**src/rtl/ghash_lanes.sv**
```systemverilog
module ghash_lanes #(
  parameter int MAX_LANES = 4
) (
  input  logic                             clk,
  input  logic                             rst_n,
  input  logic                             start,
  input  logic [127:0]                     hkey,
  input  logic [$clog2(MAX_LANES+1)-1:0]   lanes,
  input  logic                             s_valid,
  input  logic [127:0]                     s_data,
  input  logic                             s_last,
  output logic                             s_ready,
  output logic [127:0]                     tag,
  output logic                             tag_valid
);
  localparam int CW = $clog2(MAX_LANES + 1);
  localparam int IW = (MAX_LANES > 1) ? $clog2(MAX_LANES) : 1;
  localparam logic [127:0] RPOLY = {8'he1, 120'd0};

  typedef enum logic [2:0] {S_IDLE, S_POW, S_RUN, S_MUL, S_FOLD} st_t;
  typedef enum logic [1:0] {J_POW, J_BLK, J_FOLD} job_t;

  st_t          st;
  job_t         job;
  logic [CW-1:0] n, k, fj, lanes_c;
  logic [IW-1:0] nl, pidx;
  logic [127:0] pw  [MAX_LANES];
  logic [127:0] acc [MAX_LANES];
  logic [127:0] hn, xin, ma, mv, mz, fsum, tag_q;
  logic [6:0]   mcnt;
  logic         lst, tv;
  logic [CW:0]  ex;

  wire [127:0] zn = mz ^ (ma[127] ? mv : 128'd0);
  wire [127:0] vn = mv[0] ? ((mv >> 1) ^ RPOLY) : (mv >> 1);
  wire [CW-1:0] nlx = CW'(nl);

  always_comb begin
    if (lanes == '0)                    lanes_c = CW'(1);
    else if (lanes > CW'(MAX_LANES))    lanes_c = CW'(MAX_LANES);
    else                                lanes_c = lanes;
  end

  always_comb begin
    ex = {1'b0, nlx} + {1'b0, n} - {1'b0, fj};
    if (ex >= {1'b0, n}) ex = ex - {1'b0, n};
    if (ex == '0)        ex = {1'b0, n};
    pidx = IW'(ex - 1'b1);
  end

  always_ff @(posedge clk) begin
    if (!rst_n) begin
      st    <= S_IDLE;
      job   <= J_POW;
      n     <= CW'(1);
      k     <= '0;
      fj    <= '0;
      nl    <= '0;
      hn    <= '0;
      xin   <= '0;
      ma    <= '0;
      mv    <= '0;
      mz    <= '0;
      fsum  <= '0;
      tag_q <= '0;
      mcnt  <= '0;
      lst   <= 1'b0;
      tv    <= 1'b0;
      for (int i = 0; i < MAX_LANES; i++) begin
        pw[i]  <= '0;
        acc[i] <= '0;
      end
    end else begin
      tv <= 1'b0;
      case (st)
        S_IDLE: if (start) begin
          n     <= lanes_c;
          pw[0] <= hkey;
          for (int i = 0; i < MAX_LANES; i++) acc[i] <= '0;
          nl    <= '0;
          k     <= CW'(1);
          st    <= S_POW;
        end
        S_POW: begin
          if (k == n) begin
            hn <= pw[IW'(n - 1'b1)];
            st <= S_RUN;
          end else begin
            ma   <= pw[IW'(k - 1'b1)];
            mv   <= pw[0];
            mz   <= '0;
            mcnt <= '0;
            job  <= J_POW;
            st   <= S_MUL;
          end
        end
        S_RUN: if (s_valid) begin
          ma   <= acc[nl];
          mv   <= hn;
          mz   <= '0;
          mcnt <= '0;
          xin  <= s_data;
          lst  <= s_last;
          job  <= J_BLK;
          st   <= S_MUL;
        end
        S_MUL: begin
          ma   <= ma << 1;
          mv   <= vn;
          mz   <= zn;
          mcnt <= mcnt + 7'd1;
          if (mcnt == 7'd127) begin
            case (job)
              J_POW: begin
                pw[IW'(k)] <= zn;
                k          <= k + 1'b1;
                st         <= S_POW;
              end
              J_BLK: begin
                acc[nl] <= zn ^ xin;
                nl      <= (nlx + 1'b1 == n) ? '0 : nl + 1'b1;
                if (lst) begin
                  fj   <= '0;
                  fsum <= '0;
                  st   <= S_FOLD;
                end else begin
                  st <= S_RUN;
                end
              end
              default: begin
                fsum <= fsum ^ zn;
                fj   <= fj + 1'b1;
                st   <= S_FOLD;
              end
            endcase
          end
        end
        S_FOLD: begin
          if (fj == n) begin
            tag_q <= fsum;
            tv    <= 1'b1;
            st    <= S_IDLE;
          end else begin
            ma   <= acc[IW'(fj)];
            mv   <= pw[pidx];
            mz   <= '0;
            mcnt <= '0;
            job  <= J_FOLD;
            st   <= S_MUL;
          end
        end
        default: st <= S_IDLE;
      endcase
    end
  end

  assign s_ready   = (st == S_RUN);
  assign tag       = tag_q;
  assign tag_valid = tv;

  AST_ONE_PULSE:   assert property (@(posedge clk) disable iff (!rst_n) tag_valid |=> !tag_valid);
  AST_TAG_HOLD:    assert property (@(posedge clk) disable iff (!rst_n) !$stable(tag) |-> tag_valid);
  AST_BLOCK_GAP:   assert property (@(posedge clk) disable iff (!rst_n) (s_valid && s_ready) |=> !s_ready);
  AST_LAST_CLOSE:  assert property (@(posedge clk) disable iff (!rst_n) (s_valid && s_ready && s_last) |=> (st == S_MUL && lst));
  AST_START_GATE:  assert property (@(posedge clk) disable iff (!rst_n) (start && st == S_IDLE) |=> !s_ready);
  AST_LANE_COUNT:  assert property (@(posedge clk) disable iff (!rst_n) (st != S_IDLE) |-> (n >= CW'(1) && n <= CW'(MAX_LANES)));
  AST_LANE_INDEX:  assert property (@(posedge clk) disable iff (!rst_n) (st != S_IDLE) |-> (nlx < n));
  AST_BCAST_FIXED: assert property (@(posedge clk) disable iff (!rst_n) (st == S_MUL && job == J_BLK) |-> $stable(hn));
endmodule

```
**config.mk**
```make
export PLATFORM = sky130hd
export DESIGN_NAME = ghash_lanes
export DESIGN_NICKNAME = d
export VERILOG_FILES = /design/src/rtl/ghash_lanes.sv
export SDC_FILE = /design/constraint.sdc
export NUM_CORES = 2
export LEC_CHECK = 0
export BUFFER_PORTS_ARGS = -buffer_cell sky130_fd_sc_hd__buf_2
export CORE_MARGIN = 3
export CORE_UTILIZATION = 50
export CTS_BUF_LIST = sky130_fd_sc_hd__clkbuf_4 sky130_fd_sc_hd__clkbuf_8
export DETAILED_ROUTE_END_ITERATION = 10
export MAX_ROUTING_LAYER = met4
export PLACE_DENSITY_LB_ADDON = 0.15
export SYNTH_ARGS = -nofsm -noshare
export SYNTH_HDL_FRONTEND = slang
export SYNTH_SLANG_ARGS = --single-unit
```
**constraint.sdc**
```tcl
create_clock -name clk -period 7.3 [get_ports clk]
set_clock_uncertainty 0.1 [all_clocks]
set_input_delay 1.46 -clock clk [delete_from_list [all_inputs] [get_ports clk]]
set_output_delay 1.46 -clock clk [all_outputs]
set_load 0.02 [all_outputs]
```
Word-level counts from Yosys, hierarchy flattened

Memories as Yosys holds them, arrays and structs flattened. A register that Yosys moved wholly into a read port is not among the register bits.
Index checks and enable logic that the tools add are counted.

Flip-flop bits (word level): 793
Bits in writable memories: 1024
Input bits: 264
Output and inout bits: 130
Word-level logic and storage cells: 155
Memories kept: 2

Memories:

| name | depth | width | read ports | clocked after Yosys merged registers in | wr ports | line | text |
|---|---|---|---|---|---|---|---|
| acc  | 4     | 128   | 2          | 2                                       | 4        | 28   | `logic [127:0] acc [MAX_LANES];` |
| pw   | 4     | 128   | 4          | 1                                       | 4        | 27   | `logic [127:0] pw [MAX_LANES];` |

Add/sub/neg operators: 11
Order comparisons: 2
Eq/ne operators: 17
Muxes and demuxes: 77
Bitwise logic cells: 10
Reduce and logical (&&, ||, !) cells: 21

Operators with widths:

| operator              | number |
|---|---|
| $mux W128             | 19 |
| $pmux W128 S4         | 3 |
| $xor A128 B128 Y128   | 3 |
| $pmux W128 S2         | 1 |
| $reduce_or A128 Y1    | 2 |
| $mux W2               | 15 |
| $pmux W7 S4           | 1 |
| $mux W3               | 9 |
| $mux W7               | 3 |
| $reduce_and A4 Y1     | 5 |
| $mux W1               | 19 |
| $pmux W3 S2           | 3 |
| $pmux W3 S5           | 1 |
| $ne A2 B2 Y1 const B  | 7 |
| $reduce_and A2 Y1     | 5 |
| $eq A3 B3 Y1          | 3 |
| $sub A4 B3 Y4         | 2 |
| $add A7 B1 Y7 const B | 1 |
| $eq A7 B7 Y1 const B  | 1 |
| $add A3 B1 Y3 const B | 2 |
| $eq A3 B2 Y1 const B  | 2 |
| $logic_not A3 Y1      | 2 |
| $pmux W2 S3           | 1 |
| $sub A2 B1 Y2 const B | 3 |
| 21 further kinds      | 25 |

Longest topological paths before layout

An unclocked memory read counts as a cell.

Word-level depth: 10
Gate-level depth with buffers: 20
Gate-level depth less buffers: 15

Worst setup path after synthesis

Ideal clock, no wire load.

Path kind: input to register
Start: input rst_n
End: memory pw[2][0], enable pin
Setup time: 1.109 ns
Arrival: 4.950 ns
Data required time: 6.091 ns
Setup slack: 1.141 ns
Stages on the path: 8
Path buffers: 4
Cell sequence: nand3_1 -> clkbuf_1 -> clkbuf_1 -> nor2_1 -> nand2_1 -> clkbuf_1 -> buf_1 -> nand2_1

RTL lines:

| what            | line | text |
|---|---|---|
| start, declared | 5    | `input logic rst_n,` |
| end, declared   | 27   |  |

Worst setup path in the final report

Start: register n[1]
End: register mv[57]

Longest elaborated chain between the ends: 10
Elaborated cells between the ends (all ways): 16
Classes of those cells: add/sub (4); order compare (1); eq/ne (4); mux (4); reduce/logical (2); memory (1)

RTL lines:

| what                                          | line | text |
|---|---|---|
| start, declared                               | 25   | `logic [CW-1:0] n, k, fj, lanes_c;` |
| start signal, assigned                        | 77   | `n <= lanes_c;` |
| $add A2 B3 Y4                                 | 45   | `ex = {1'b0, nlx} + {1'b0, n} - {1'b0, fj};` |
| $sub A4 B3 Y4                                 | 45   |  |
| $sub A4 B3 Y4 or $ge A4 B3 Y1 (tied branches) | 46   | `if (ex >= {1'b0, n}) ex = ex - {1'b0, n};` |
| $mux W4                                       | 46   |  |
| $logic_not A4 Y1                              | 47   | `if (ex == '0) ex = {1'b0, n};` |
| $mux W2                                       | 47   |  |
| $sub A2 B1 Y2                                 | 48   | `pidx = IW'(ex - 1'b1);` |
| $mem_v2 Z4 W128                               | --   |  |
| $mux W128                                     | 139  | `if (fj == n) begin` |
| $pmux W128 S4                                 | 75   | `case (st)` |
| end signal, assigned                          | 90   | `mv <= pw[0];` |
| end signal, assigned                          | 99   | `mv <= hn;` |
| end signal, assigned                          | 145  | `mv <= pw[pidx];` |
| end, declared                                 | 29   | `logic [127:0] hn, xin, ma, mv, mz, fsum, tag_q;` |

Parallel ways exist; a longest one is shown, timed or not. The select of a mux whose other input is x is not followed.
A chain may end at the register's enable or synchronous reset.

==> results.json <==
{
  "max-clock-path-buffers": 4,
  "gp_congestion": 0.8510,
  "initial_utilization_pct": 50.35,
  "dp.cells": 10940,
  "min_path_type": "flop to flop",
  "slew_viol_final": 0,
  "cts_buffers": 350,
  "drt_iter0_drc": 8196,
  "path_max_fanout": 68,
  "vias": 74110,
  "core_mm2": 0.1856,
  "synth_warnings": 0,
  "clockRootBuffer": "clkbuf_8",
  "yosysTopAreaCellShare_pct": 32.90,
  "die_y_um": 438.4,
  "die-area_mm2": 0.1922,
  "cts_hold_buf": 0,
  "grt_pass1_wl_um": 465900,
  "syn_area_mm2": 0.09347,
  "hold_viol_final": 0,
  "antenna_left": 0,
  "post-cts-setup-buffers": 0,
  "grtUsageTotal_pct": 32.92,
  "layout.cells.non_filler": 11570,
  "dr.pass1.iters": 6,
  "worstSetupStartpointType": "flop",
  "gr-total-overflow": 0,
  "worst_path_max_delay_cell": "dfxtp_4",
  "ys_types": 59,
  "grt_max_degree": 167,
  "synth-async-reset-ratio_pct": 0,
  "cp.buffers_inverters": 3,
  "post-route-min-period_ns": 5.875,
  "synth_fp_nets": 8944,
  "io_buffers": 393,
  "cts.clk_slew.worst_paths_ns": 0.06,
  "clock_latency_ns": 1.07,
  "rows": 158,
  "wl_per_cell_um": 27.15,
  "cellPowerDensity_mw_per_mm2": 291.5,
  "area_growth_pct": 12.07,
  "cts_resized": 0,
  "rsz0062_at_grt": "false",
  "cpLargestDelayFamily": "compound AO/OA/AOI/OAI gates",
  "boundaryPins": 394,
  "synth_flop_cell": "edfxtp_1",
  "dp_hpwl_um": 178800,
  "wl_um": 314100,
  "antenna_found_initial": 4,
  "p_leak_nw": 35.65,
  "fillers": 15890,
  "finalNetCount": 9093,
  "ir_worst_vdd_mv": 0.2884,
  "cts_tree": "done",
  "yosysSeqAreaShare_pct": 52.71,
  "status": "finished, final reports clean",
  "wl_met3_um": 30110,
  "slew_headroom_pct": 16.08,
  "maxCapViolCount": 0,
  "fmax_ghz": 0.1702,
  "fin_crit_sh_pct": 80.48,
  "fin_util_pct": 56.43,
  "met2_length_um": 148200,
  "required_ns": 8.17,
  "cts.htree.levels": 5,
  "finalSetupViolCount": 0,
  "netlist.top_cell.by_area": "edfxtp_1",
  "synth_seq_cells": 1949,
  "fin_tns_setup_ns": 0,
  "cpPeakStageDelay_ns": 0.82,
  "cp.arrival_ns": 6.74,
  "drive_gt1_share_pct": 18.82,
  "fp.dieW_um": 438.4,
  "avgSynthCellArea_um2": 10.79,
  "synth.area.top_cells": "edfxtp_1 33%, dfxtp_1 20%, mux4_2 12%",
  "wl_met1_um": 118500,
  "critical_path_class": "flop to flop",
  "crit_path_end_kind": "flop",
  "drcViolationCount": 0,
  "crit_chain": "inv_1 > fa_1 > inv_1 > fa_1 > xor2_1 > ha_1 > nor2b_1 > a311o_1 > o31ai_2 > xnor2_1 > o21a_4 > buf_12 > nand2_1 > a32o_1 > a21oi_1",
  "viasPerCell": 6.405,
  "worstMarginPinSlew_ns": 1.259,
  "grt_pass1_vias": 73700,
  "cts.sinks": 1949,
  "top_layer": "met4",
  "synth_edf_count": 1024,
  "synth_cells": 8662
}
per-layer routing:
layer  up-vias  track usage [%]
met5         -                -
met4         0            16.94
met3       916            5.741
met2      4189            51.90
met1     36960            40.86
li1      32040                -
cells by family after synthesis:
group,share of synthesized area (%)
AND/OR/NAND/NOR,12.10
flip-flops,52.71
AO/OA/AOI/OAI,13.23
multiplexers,15.87
buffers and inverters,3.230
XOR/XNOR,2.596
adder cells (fa/ha/maj),0.2650
registers in the layout, indices dropped and copies added (netlist names), named ones only:
signal / count
fj: 3
pw: 512
fsum: 128
mcnt: 7
nl: 2
lst: 1
ma: 128
hn: 128
acc: 512
n: 3
tag: 128
tag_valid: 1
job: 2
mv: 128
xin: 128
st: 3
k: 3
mz: 128
synth_stat cells, types with 94 or more instances:
cell / number
mux2i_1: 329
o21ai_0: 325
o21a_1: 130
nor2_1: 1263
clkbuf_1: 637
o221ai_1: 97
edfxtp_1: 1024
a211oi_1: 107
xor2_1: 264
nand2_1: 1404
a21oi_1: 781
mux4_2: 512
a32o_1: 94
a22oi_1: 115
dfxtp_1: 925
o2bb2ai_1: 95
or3_1: 129
metrics by stage:
step / area (um2) / hold WS (ns) / power, mW / setup WS [ns]
3_5_place_dp: 97640 / 0.3442 / 20.08 / 1.574
4_1_cts: 104700 / 0.3295 / 30.51 / 1.578
6_report: 104800 / 0.3321 / 30.54 / 1.425
5_1_grt: 104800 / 0.3645 / 31.56 / 1.259
2_1_floorplan: 93470 / 0.3357 / 17.64 / 1.141
3_3_place_gp: 97640 / 0.3402 / 19.94 / 1.773
path summary, 6_finish.rpt:
path	startpoint	to	slack [ns]	depth (start not counted)
hold / removal	fsum[16]	tag[16]	0.33	2
setup / recovery	n[1]	mv[57]	1.42	15
setup reg to reg	n[1]	mv[57]	1.42	15
hold reg to reg	fsum[16]	tag[16]	0.33	2
cell usage in the layout (no fill, tap or decap), types with 7 or more instances in the layout:
| cell | netlist | routed |
|---|---|---|
| nor2_1 | 1263 | 1256 |
| a21oi_1 | 781 | 781 |
| nand3_1 | 40 | 39 |
| o221ai_1 | 97 | 97 |
| buf_2 | 40 | 392 |
| o21a_1 | 130 | 129 |
| clkbuf_8 | 0 | 400 |
| or3_1 | 129 | 129 |
| buf_4 | 8 | 116 |
| a311oi_1 | 59 | 59 |
| a32o_1 | 94 | 94 |
| o21ai_0 | 325 | 325 |
| a211oi_1 | 107 | 107 |
| a22oi_1 | 115 | 115 |
| xor2_1 | 264 | 264 |
| clkinv_1 | 0 | 36 |
| nand2_1 | 1404 | 1386 |
| inv_1 | 15 | 14 |
| edfxtp_1 | 1024 | 1024 |
| dfxtp_1 | 925 | 916 |
| xnor2_1 | 13 | 13 |
| nand2_4 | 0 | 18 |
| buf_12 | 0 | 43 |
| ha_1 | 15 | 14 |
| mux2i_1 | 329 | 329 |
| o2bb2ai_1 | 95 | 95 |
| a221oi_1 | 72 | 72 |
| dfxtp_4 | 0 | 9 |
| a22o_1 | 31 | 31 |
| nor2_4 | 0 | 7 |
| clkinv_2 | 0 | 24 |
| clkbuf_4 | 0 | 155 |
| mux4_2 | 512 | 512 |
| nor3_1 | 9 | 8 |
area by class of cell:
class	instances	area [um2]	area share (%)
well taps	2480	3103	2.962
flip-flops and latches	1949	49300	47.06
clock inverters	71	434.2	0.4145
repair buffers	551	3694	3.526
multi-input cells	5942	41470	39.58
inverters	17	76.32	0.07286
clock buffers	555	6669	6.366
diodes	5	12.51	0.01194
worst register-to-register path: cells and delay by family, from the launching register on:
kind            cells  cell delay (ns)
compound gates      5             1.81
fa+ha+maj           3             1.29
flops               1             0.82
buf+inv             3             0.81
xor+xnor            2             0.57
simple gates        2             0.40
report_power, final:
part | total, mW | leakage [nW] | internal [mW] | switching, mW
Sequential | 13.6 | 18.1 | 12.7 | 0.921
Clock | 10.5 | 3.81 | 5.91 | 4.61
Combinational | 6.43 | 13.7 | 2.16 | 4.27
Power figures use the tool's default switching activity.
